### config.mk
export PLATFORM = sky130hd
export DESIGN_NAME = irq_cause_group
export DESIGN_NICKNAME = d
export VERILOG_FILES = /design/src/rtl/irq_cause_group.sv
export SDC_FILE = /design/constraint.sdc
export NUM_CORES = 1
export LEC_CHECK = 0
export BUFFER_PORTS_ARGS = -buffer_cell sky130_fd_sc_hd__buf_4
export CORE_UTILIZATION = 35
export DETAILED_ROUTE_END_ITERATION = 6
export GPL_TIMING_DRIVEN = 1
export PLACE_DENSITY = 0.54
export REMOVE_ABC_BUFFERS = 1
export SETUP_SLACK_MARGIN = 0.4
export SLEW_MARGIN = 25
export SYNTH_ARGS = -nofsm -noshare
export SYNTH_HDL_FRONTEND = slang
export SYNTH_SLANG_ARGS = --single-unit
export TNS_END_PERCENT = 20
### constraint.sdc
create_clock -name clk -period 1.4 [get_ports clk]
set_input_delay 0.21 -clock clk [delete_from_list [all_inputs] [get_ports clk]]
set_output_delay 0.21 -clock clk [all_outputs]
set_load 0.01 [all_outputs]
### src/rtl/irq_cause_group.sv
module irq_cause_group #(
  parameter int N  = 32,
  parameter int AW = 5
) (
  input  logic          clk,
  input  logic          rst_n,
  input  logic [N-1:0]  hw_evt,
  input  logic          rd_en,
  input  logic          wr_en,
  input  logic [AW-1:0] addr,
  input  logic [N-1:0]  wdata,
  output logic [N-1:0]  rdata,
  output logic          irq
);
  localparam logic [2:0] IX_CTL  = 3'd0;
  localparam logic [2:0] IX_CAU  = 3'd1;
  localparam logic [2:0] IX_MCAU = 3'd2;
  localparam logic [2:0] IX_SET  = 3'd3;
  localparam logic [2:0] IX_MSK  = 3'd4;
  localparam logic [2:0] IX_MSET = 3'd5;
  localparam logic [2:0] IX_MCLR = 3'd6;

  logic [N-1:0] ctl_q, cause_q, mask_q, evt_q, rdata_q;
  logic         irq_q;
  logic [N-1:0] masked, rd_val, w1c, cor, set_bits, cause_d, mask_d;
  logic [2:0]   ix;
  logic         hit;

  assign ix     = addr[4:2];
  assign hit    = (addr[1:0] == 2'b00) && ((addr >> 5) == '0);
  assign masked = cause_q & ~mask_q;

  always_comb begin
    rd_val = '0;
    if (hit) begin
      case (ix)
        IX_CTL:  rd_val = ctl_q;
        IX_CAU:  rd_val = cause_q;
        IX_MCAU: rd_val = masked;
        IX_MSK:  rd_val = mask_q;
        default: rd_val = '0;
      endcase
    end
  end

  always_comb begin
    w1c = '0;
    if (wr_en && hit && ix == IX_CAU)  w1c = wdata & ~ctl_q;
    if (wr_en && hit && ix == IX_MCAU) w1c = wdata & ~ctl_q & ~mask_q;
  end

  assign cor      = (rd_en && hit && (ix == IX_CAU || ix == IX_MCAU)) ? (rd_val & ctl_q) : '0;
  assign set_bits = (hw_evt & ~evt_q) | ((wr_en && hit && ix == IX_SET) ? wdata : '0);
  assign cause_d  = (cause_q & ~(w1c | cor)) | set_bits;

  always_comb begin
    mask_d = mask_q;
    if (wr_en && hit) begin
      case (ix)
        IX_MSK:  mask_d = wdata;
        IX_MSET: mask_d = mask_q | wdata;
        IX_MCLR: mask_d = mask_q & ~wdata;
        default: mask_d = mask_q;
      endcase
    end
  end

  always_ff @(posedge clk) begin
    if (!rst_n) begin
      ctl_q   <= '0;
      cause_q <= '0;
      mask_q  <= '1;
      evt_q   <= '0;
      rdata_q <= '0;
      irq_q   <= 1'b0;
    end else begin
      if (wr_en && hit && ix == IX_CTL) ctl_q <= wdata;
      cause_q <= cause_d;
      mask_q  <= mask_d;
      evt_q   <= hw_evt;
      rdata_q <= rd_en ? rd_val : '0;
      irq_q   <= |masked;
    end
  end

  assign rdata = rdata_q;
  assign irq   = irq_q;
endmodule


=== Word-level counts from Yosys, hierarchy flattened ===
Cells that the tools add are included.

* Flip-flop bits (word level): 161
* Output and inout port bits: 33
* Input port bits: 73

* Multiplexer cells: 7
* Bitwise logic cells: 16
* Reductions and logical operators: 14
* Equality and inequality tests: 6

{| class="wikitable"
|+ Operator list
! operator !! count
|-
| 32-bit AND || 7
|-
| 32-bit two-way mux || 5
|-
| 32-bit NOT || 5
|-
| 32-bit bitwise OR || 4
|-
| 32-bit case mux with 4 select lines || 1
|-
| 32-bit case mux with 3 select lines || 1
|-
| 32-bit OR reduction || 1
|-
| 3-bit equality test, second input constant || 3
|-
| 1-bit logical AND || 7
|-
| 3-bit by 2-bit equality test with 1-bit output, second input constant || 2
|-
| 2-bit AND reduction || 2
|-
| 3-bit by 1-bit equality test with 1-bit output, second input constant || 1
|-
| 3-bit logical NOT || 1
|-
| 3-bit nonzero test || 1
|-
| 2-bit logical NOT || 1
|-
| 1-bit logical OR || 1
|}

=== Logic depth before layout (Yosys ltp) ===
Gate-level depths: netlist of the first run.

* Depth after elaboration: 10
* Depth in mapped cells: 7

=== Worst setup path before layout of the first run ===
OpenSTA, ideal clock, no wires.

* Path type: input -> register
* Start point: in addr[4]
* End point: reg cause_q[23]
* Required time: 1.270 ns
* Path slack: -0.089 ns
* Library setup time: 0.130 ns
* Arrival time: 1.359 ns
* Buffers on the path: 2
* Stages on the path: 6
* Path through: buf_2 nor4b_2 clkbuf_1 nand3_1 a21oi_1 o22ai_1

* Longest elaborated chain between the ends: 9
* Elaborated cells on any way between the ends: 22

{| class="wikitable"
|+ RTL lines
! what !! RTL line !! RTL
|-
| from (decl) || 10 || <nowiki>input logic [AW-1:0] addr,</nowiki>
|-
| 3-bit equality test (tied with other cells) || 36 || <nowiki>case (ix)</nowiki>
|-
| 32-bit case mux with 4 select lines || 36 ||
|-
| 32-bit two-way mux || 35 || <nowiki>if (hit) begin</nowiki>
|-
| 32-bit AND || 52 || <nowiki>assign cor = (rd_en && hit && (ix == IX_CAU || ix == IX_MCAU)) ? (rd_val & ctl_q) : '0;</nowiki>
|-
| 32-bit two-way mux || 52 ||
|-
| 32-bit bitwise OR || 54 || <nowiki>assign cause_d = (cause_q & ~(w1c | cor)) | set_bits;</nowiki>
|-
| 32-bit NOT || 54 ||
|-
| 32-bit AND || 54 ||
|-
| 32-bit bitwise OR * || 54 ||
|-
| to (signal assigned) || 78 || <nowiki>cause_q <= cause_d;</nowiki>
|-
| to (decl) || 23 || <nowiki>logic [N-1:0] ctl_q, cause_q, mask_q, evt_q, rdata_q;</nowiki>
|}

Every way passes the cells marked *; elsewhere a longest branch is shown, timed or not.
A chain may end at the register's enable or synchronous reset.

=== Final worst setup path of the first run ===
* Start point: reg cause_q[25]
* End point: reg irq_q, in the netlist irq

* Longest elaborated chain between the ends: 2

{| class="wikitable"
|+ RTL lines
! what !! RTL line !! RTL
|-
| 32-bit AND || 31 || <nowiki>assign masked = cause_q & ~mask_q;</nowiki>
|-
| 32-bit OR reduction || 82 || <nowiki>irq_q <= |masked;</nowiki>
|-
| to (signal assigned) || 82 ||
|-
| to (decl) || 24 || <nowiki>logic irq_q;</nowiki>
|}

Every way passes these cells.

==> results of run 1 <==
==> cell families after synthesis <==
kind of cell           after synthesis
AND/OR/NAND/NOR                    420
XOR/XNOR                             1
flip-flops                         161
AO/OA/AOI/OAI                      300
buffers and inverters              133
==> metal layers <==
metal | wire length [um] | GRT usage | vias up
met3 | 1632 | 0.03584 | 71
met2 | 14570 | 0.4205 | 297
met4 | 1037 | 0.1025 | 0
met1 | 12610 | 0.2981 | 4001
met5 | 0 | 0 | -
li1 | - | - | 4028
==> layout make-up <==
type / instances / area [sq um] / share of cell area
clock buffers: 25 / 535.5 / 0.04473
clock inverters: 7 / 95.09 / 0.007942
inverters: 51 / 191.4 / 0.01599
multi-input cells: 721 / 4767 / 0.3982
flip-flops and latches: 161 / 3266 / 0.2728
well taps: 280 / 350.3 / 0.02926
repair buffers: 265 / 2768 / 0.2312
==> where the power goes <==
part | internal, uW | switching [uW]
sequential | 4760 | 140
combinational | 747 | 838
clock | 3010 | 1950
==> synth_stat cells, drive strengths merged, types with 2 or more instances <==
| master | n |
|---|---|
| dfxtp | 161 |
| a21oi | 129 |
| nand2 | 98 |
| nand3 | 97 |
| nor2b | 65 |
| o21ai | 64 |
| clkbuf | 63 |
| inv | 51 |
| o22ai | 40 |
| nor2 | 36 |
| nor3b | 35 |
| o2111ai | 34 |
| and2 | 33 |
| a32oi | 32 |
| and3b | 32 |
| buf | 19 |
| nand2b | 15 |
| nand4 | 3 |
| nor4 | 3 |
| nor4b | 2 |
==> worst max-delay path by stage <==
| stage | start | to | cells after the start |
|---|---|---|---|
| final | cause_q[25] | irq | 4 |
| after global placement | addr[1] | mask_q[31] | 6 |
| after global routing | cause_q[25] | irq | 4 |
| after floorplan | addr[3] | cause_q[0] | 4 |
| after detailed placement | addr[1] | mask_q[22] | 6 |
| after CTS | mask_q[1] | irq | 4 |
==> sequential cells by signal (all words and copies together), names as in the netlist <==
name	count
cause_q	32
ctl_q	32
evt_q	32
mask_q	32
rdata	32
irq	1
==> stage by stage <==
stage	TNS, ps	hold slack, ps
global placement	-8396	419.1
finish	0	17.50
CTS	0	8.785
floorplan	-179200	281.8
global route	0	16.49
detailed placement	-9668	423.0
==> worst max-delay path, cell delays in order, from the launching register on <==
cell and delay (ps):
dfxtp_1 370, nand2b_4 90, nand4_1 260, nor4_2 310, a31oi_1 160
==> repair_timing <==
item                                    in CTS  in global routing
pin swaps                                   60                 38
endpoints found under the setup margin     155                160
gates resized for setup                    117                139
setup buffers                                5                  6
gates cloned                                 5                 11
hold buffers                                32                  0
hold endpoints to repair                    32                  0
==> run metrics, run 1 <==
top-area cell type share of the netlist area=0.4080; initial drt markers=704; status=complete, but fails checks; gr usage total=0.2421; Lkg Pwr=0.004432 uW; WL/cell=19.76 um; fraction of layout cells with a size suffix above 1=0.3398; EDFF count, synth=0; Critical Path RT=1680 ps; post-layout minimum cycle time=1335 ps; Pins Over Slew Limit=0; YS warnings=0; Power Dens Cells=955.5 nW/um^2; worst slack at placement=-155.7 ps; post-synthesis register bit count=161; final hold violation count=0; Final Skew=9.782 ps; Cells after Synth=1015; total CTS buffers=17; Yosys cell types=30; Max clock buf depth=2; RR Endpoint=irq; Critical Path End Type=flop; commonest non-fill, non-tap cells in the layout=164 x buf_4, 131 x dfxtp_1, 102 x a21oi_1; Cell Area, Synth=7900 sq um; Placer Congestion=0.8055; die width=152.2 um; FMAX=0.7493 GHz; MaxCap Viol Count=0; ant diodes=0; root buffer cell=clkbuf_16; dpl hpwl=16.70 mm; hold path start=wdata[3]; gr ovfl total=0; post-synthesis sequential area ratio=0.4080; ys async rst share=0; commonest non-fill, non-tap cell in the layout=buf_4; unrepaired setup endpoints after global routing=true; failing checks=DRC; placed cell area=9718 sq um; simple-gate share of the synthesized area=0.2944; Final setup viols=0; global-route wire length before repair=43.53 mm; clock latency on the worst-skew pair=440 ps; WHS Endpoint=mask_q[3]; clk sinks=161; WHS Path Cells=3; DIE HEIGHT=152.2 um; Row Count=54; critical path launch point type=flop; # port buffers=105; Non-Filler Instances=1510; die area=23180 sq um; WL final=29.84 mm; CP Class=reg2reg; Final Power=11440 uW; Synth Area in XOR/XNOR=0.001109; CP max FO=4; largest net degree at the start of global routing=45; DRC viols=3; io pins=106; Peak VDD IR=0.8103 mV; Adder-Cell Fraction of Synth Area=0; post-synthesis area per instance=7.783 sq um; ANT nets after route=0; post-synthesis mux area share=0; Final Instance Area=11970 sq um; initial antenna violation count=0; Starting Density=0.3598; Layout area overhead=51.55%; Core ar.=21960 sq um; ys flop type=dfxtp_1; main combinational cell family by area after synthesis=simple AND/OR/NAND/NOR gates; slew margin rel.=0.7080; top area cells in the synthesized netlist=dfxtp_1 41%, a21oi_1 8.2%, nand3_1 6.1%; DR vias=8397; TritonCTS clock tree=yes; fin worst setup slack=65.47 ps; Worst R2R Start=cause_q[25]; First-pass DRT Iterations=7; utilization after layout=0.5452; R2R setup slack=70 ps; area leader, netlist=dfxtp_1; placed cell count=1419; CTS clk-pin slew, worst paths=60 ps; Final Cycle Share=0.9532; r2r worst-path depth=4; vias per std cell=5.561; H-tree depth=4; number of global-route vias before repair=7797; Fillers=2016; Worst-Margin Slew=434.1 ps; Final nets=1290; worst hold path type=in2reg; Data arrival, critical path=1620 ps; Compound-Gate Fraction of Synth Area=0.2279
Power figures use the tool's default switching activity.
==> inputs of run 2 (changes only) <==
--- a/config.mk
+++ b/config.mk
@@ -8,7 +8,7 @@
 export BUFFER_PORTS_ARGS = -buffer_cell sky130_fd_sc_hd__buf_4
 export CORE_UTILIZATION = 35
 export DETAILED_ROUTE_END_ITERATION = 6
-export GPL_TIMING_DRIVEN = 1
+export GPL_TIMING_DRIVEN = 0
 export PLACE_DENSITY = 0.54
 export REMOVE_ABC_BUFFERS = 1
 export SETUP_SLACK_MARGIN = 0.4
==> run 2 against run 1 <==
The run still ends with DRC left. Critical path type is now in2reg. Sequential power about the same. Global-route usage down 1.3 points. First-iteration DRC count is 24% lower. Clock skew shrank 1.2 ps.
==> run metrics, run 2 (synthesized netlist as in run 1, its figures left out) <==
DRC viols=3; io pins=106; Final Skew=8.557 ps; H-tree depth=4; Critical Path RT=1750 ps; dominant cell type by count on the critical path=buf_12; Layout area overhead=38.09%; Crit path max-delay family=buffers and inverters; global-route wire length before repair=41.83 mm; commonest non-fill, non-tap cells in the layout=161 x dfxtp_1, 119 x buf_4, 100 x a21oi_1; DIE HEIGHT=152.2 um; critical path launch point type=input port; status=complete, but fails checks; total CTS buffers=17; DR vias=7932; Critical Path End Type=flop; Worst-Margin Slew=702.2 ps; fraction of layout cells with a size suffix above 1=0.2117; initial antenna violation count=0; Power Dens Cells=1020 nW/um^2; Data arrival, critical path=1700 ps; gr ovfl total=0; post-layout minimum cycle time=1355 ps; Starting Density=0.3598; Comb pwr share=0.124; First-pass DRT Iterations=7; worst hold path type=in2reg; setup tns final=0 ps; Final Cycle Share=0.9680; Pins Over Slew Limit=0; ant diodes=0; FMAX=0.7379 GHz; # port buffers=105; Row Count=54; die area=23180 sq um; ANT nets after route=0; Max clock buf depth=2; Peak VDD IR=0.6935 mV; root buffer cell=clkbuf_16; Crit path depth=9; die width=152.2 um; Core ar.=21960 sq um; crit-path cells=buf_12 -> nor4b_4 -> buf_6 -> buf_8 -> and3_4 -> buf_12 -> buf_16 -> a21oi_2 -> o22ai_1; unrepaired setup endpoints after global routing=true; clk sinks=161; TritonCTS clock tree=yes; r2r worst-path depth=4; vias per std cell=5.501; Final Instance Area=10910 sq um; Final setup viols=0; Pint=8239 uW; Switch Pwr=2891 uW; CP Class=in2reg; number of global-route vias before repair=7371; Final nets=1222; placed cell area=9196 sq um; Clock Power Share=0.435; Lkg Pwr=0.003949 uW; CP max FO=8; WL final=27.32 mm; largest net degree at the start of global routing=106; failing checks=DRC; CP bufs+invs=5; slew margin rel.=0.5318; initial drt markers=532; clock latency on the worst-skew pair=430 ps; WHS Path Cells=3; dpl hpwl=15.59 mm; CTS clk-pin slew, worst paths=70 ps; Final Power=11130 uW; commonest non-fill, non-tap cell in the layout=dfxtp_1; Placer Congestion=0.7592; WL/cell=18.95 um; final hold violation count=0; CP max stage delay=340 ps; switch share=0.2597; Slowest cell on crit path=nor4b_4; sequential power share=0.440; gr usage total=0.2296; MaxCap Viol Count=0
-- run 2: cell count changes in the layout (fill, tap and decap cells not counted), sizes merged --
cell    delta
bufinv     +1
clkbuf    -13
nand3      +1
clkinv     +4
inv        +1
buf       -62
-- run 2: layout make-up --
cell class / instances / area [sq um]
multi-input combinational: 722 / 4463
tap: 280 / 350.3
clock inverter: 13 / 161.4
timing repair buffer: 196 / 2072
sequential: 161 / 3223
clock buffer: 19 / 442.9
fill: 2101 / 11050
inverter: 51 / 196.4
-- run 2: final timing paths --
| check | startpoint | to | slack, ps |
|---|---|---|---|
| max | addr[0] | cause_q[20] | 40 |
| min | wdata[2] | mask_q[2] | 30 |
| max reg2reg | mask_q[21] | irq | 100 |
| min reg2reg | ctl_q[5] | ctl_q[5] | 480 |
-- run 2: repair_timing --
action	4_1_cts	5_1_grt
setup buffers	22	8
endpoints found under the setup margin	162	162
cloned	3	3
hold endpoints to repair	32	0
pin swaps	34	14
hold buffers	32	0
resized for setup	50	20
-- run 2: tightest hold or removal path, delay by kind of cell --
kind,cells,cell delay [ps]
buf+inv,1,110
simple gates,2,120
-- run 2: power by group through the flow --
| stage | clock network [uW] | registers, uW | logic (uW) |
|---|---|---|---|
| detailed placement | 0 | 5000 | 1140 |
| global route | 5110 | 4920 | 1480 |
| CTS | 4930 | 4890 | 1330 |
| floorplan | 0 | 4960 | 472 |
| global placement | 0 | 5000 | 1010 |
| finish | 4840 | 4900 | 1380 |
-- run 2: through the flow --
stage / hold WS (ps) / setup WS, ps / util / std cells
4_1_cts: 13.82 / 112.5 / 0.4853 / 1431
6_report: 33.19 / 44.78 / 0.4968 / 1442
5_1_grt: 32.92 / 23.32 / 0.4968 / 1442
2_1_floorplan: 281.8 / -1690 / - / 933
3_3_place_gp: 419.7 / -4466 / 0.3957 / 1318
3_5_place_dp: 422.7 / -1222 / 0.4188 / 1342
-- run 2: layer usage --
| metal | wire length [um] | GRT usage | share of wire | up-vias |
|---|---|---|---|---|
| li1 | - | - | - | 3891 |
| met1 | 12140 | 0.2969 | 0.44 | 3764 |
| met2 | 13250 | 0.3913 | 0.48 | 246 |
| met3 | 1536 | 0.03868 | 0.056 | 31 |
| met4 | 392 | 0.06657 | 0.014 | 0 |
| met5 | 0 | 0 | 0 | - |
==> inputs of run 3 (changes only) <==
--- a/config.mk
+++ b/config.mk
@@ -5,8 +5,10 @@
 export SDC_FILE = /design/constraint.sdc
 export NUM_CORES = 1
 export LEC_CHECK = 0
+export ABC_AREA = 1
 export BUFFER_PORTS_ARGS = -buffer_cell sky130_fd_sc_hd__buf_4
 export CORE_UTILIZATION = 35
+export CTS_BUF_LIST = sky130_fd_sc_hd__clkbuf_4
 export DETAILED_ROUTE_END_ITERATION = 6
 export GPL_TIMING_DRIVEN = 0
 export PLACE_DENSITY = 0.54
==> run 3 against run 2 <==
The run now ends clean. Worst hold slack improved by 72 ps. Largest power group unchanged. Largest cell class unchanged. Synthesized cell count is 33% higher. Register-to-register slack better by 110 ps.
==> run metrics, run 3 <==
root buffer cell=clkbuf_4; top-area cell type share of the netlist area=0.3817; Clock Power Share=0.279; r2r worst-path depth=7; YS warnings=0; Layout area overhead=31.93%; Worst-Margin Slew=698.8 ps; Crit path depth=1; clk sinks=161; Final Skew=20.86 ps; Power Dens Cells=803.4 nW/um^2; post-synthesis area per instance=6.250 sq um; Cells after Synth=1351; initial drt markers=648; First-pass DRT Iterations=7; post-synthesis register bit count=161; Crit path max-delay family=flip-flops; slew margin rel.=0.5341; top cells by count, synth=285 x nand2_1, 220 x inv_1, 212 x nor2_1; gr usage total=0.2482; DIE HEIGHT=157.3 um; post-layout minimum cycle time=1236 ps; fraction of layout cells with a size suffix above 1=0.1618; CP max FO=1; WL/cell=16.05 um; clock latency on the worst-skew pair=570 ps; initial antenna violation count=1; total CTS buffers=17; final hold violation count=0; Lkg Pwr=0.005441 uW; CP max stage delay=350 ps; ANT nets after route=0; crit-path cells=buf_6; placed cell area=9615 sq um; H-tree depth=4; largest net degree at the start of global routing=99; WHS Path Cells=2; Final setup viols=0; status=finished clean; # port buffers=105; Comb pwr share=0.177; Data arrival, critical path=1030 ps; MaxCap Viol Count=0; Switch Pwr=2680 uW; gr ovfl total=0; DRC viols=0; Core ar.=23540 sq um; area leader, netlist=dfxtp_1; Final Cycle Share=0.8831; Fillers=2491; Starting Density=0.3586; Critical Path End Type=output pin; DR vias=9134; ys async rst share=0; Peak VDD IR=0.3910 mV; Max clock buf depth=2; post-synthesis sequential area ratio=0.3817; Final Instance Area=11140 sq um; WL final=29.53 mm; sequential power share=0.543; commonest non-fill, non-tap cells in the layout=279 x nand2_1, 218 x inv_1, 205 x nor2_1; Placer Congestion=0.7843; FMAX=0.8088 GHz; unrepaired setup endpoints after global routing=true; Final Power=8949 uW; Final nets=1585; Pins Over Slew Limit=0; dpl hpwl=16.19 mm; number of global-route vias before repair=8723; Critical Path RT=1190 ps; switch share=0.2994; fin worst setup slack=163.6 ps; setup tns final=0 ps; Cell Area, Synth=8443 sq um; top-count cell post-synth=nand2_1; vias per std cell=4.964; Yosys cell types=23; CP bufs+invs=1; utilization after layout=0.4732; die width=157.3 um; top area cells in the synthesized netlist=dfxtp_1 38%, nand2_1 13%, inv_1 9.8%; critical path launch point type=flop; die area=24750 sq um; global-route wire length before repair=46.65 mm; io pins=106; commonest non-fill, non-tap cell in the layout=nand2_1; CP Class=reg2out; Row Count=56; EDFF count, synth=0; Pint=6270 uW; ys flop type=dfxtp_1; Slowest cell on crit path=dfxtp_2; worst slack at placement=-1643 ps; CTS clk-pin slew, worst paths=130 ps; TritonCTS clock tree=yes; worst hold path type=in2reg
==> run 3: cell type report <==
cell class / instances / area (sq um) / share of cell area
clock buffers: 19 / 142.6 / 0.01280
diodes: 1 / 2.502 / 0.0002246
repair buffers: 212 / 2163 / 0.1942
clock inverters: 8 / 70.07 / 0.006290
well taps: 319 / 399.1 / 0.03583
repair inverters: 3 / 26.28 / 0.002359
flip-flops and latches: 161 / 3268 / 0.2934
inverters: 225 / 900.9 / 0.08087
multi-input cells: 892 / 4167 / 0.3740
==> run 3: final timing paths <==
kind | start | endpoint | slack [ps]
max reg2reg | mask_q[13] | irq | 210
max | irq | irq | 160
min reg2reg | mask_q[15] | mask_q[15] | 470
min | rst_n | mask_q[30] | 110
==> run 3: power groups by stage <==
stage | clock, uW | sequential [uW] | combinational (uW)
6_report | 2500 | 4860 | 1590
5_1_grt | 2770 | 4880 | 1740
4_1_cts | 2590 | 4860 | 1560
3_5_place_dp | 0 | 4960 | 1260
3_3_place_gp | 0 | 4960 | 1170
2_1_floorplan | 0 | 4930 | 614
==> run 3: logic make-up after synthesis <==
kind of cell	after synthesis	synth area share
simple gates	694	0.3465
buf+inv	302	0.1454
compound gates	194	0.1264
flops	161	0.3817
==> run 3: stage by stage <==
step | instances | hold WS, ps
after detailed placement | 1712 | 402.8
after floorplan | 1274 | 294.1
after CTS | 1838 | 97.71
final | 1840 | 105.1
after global routing | 1840 | 91.04
after global placement | 1698 | 397.3
==> run 3: layer usage <==
metal	track usage	wire [um]
met5	0	0
met4	0.09154	909
met3	0.04626	1731
met2	0.4185	13750
met1	0.3135	13140
==> run 3: repair_timing <==
item,4_1_cts,5_1_grt
resized for setup,50,59
setup buffers,27,1
hold buffers,64,0
gates cloned,8,0
setup endpoints to repair,162,159
hold endpoints to repair,128,0
pin swaps,9,3
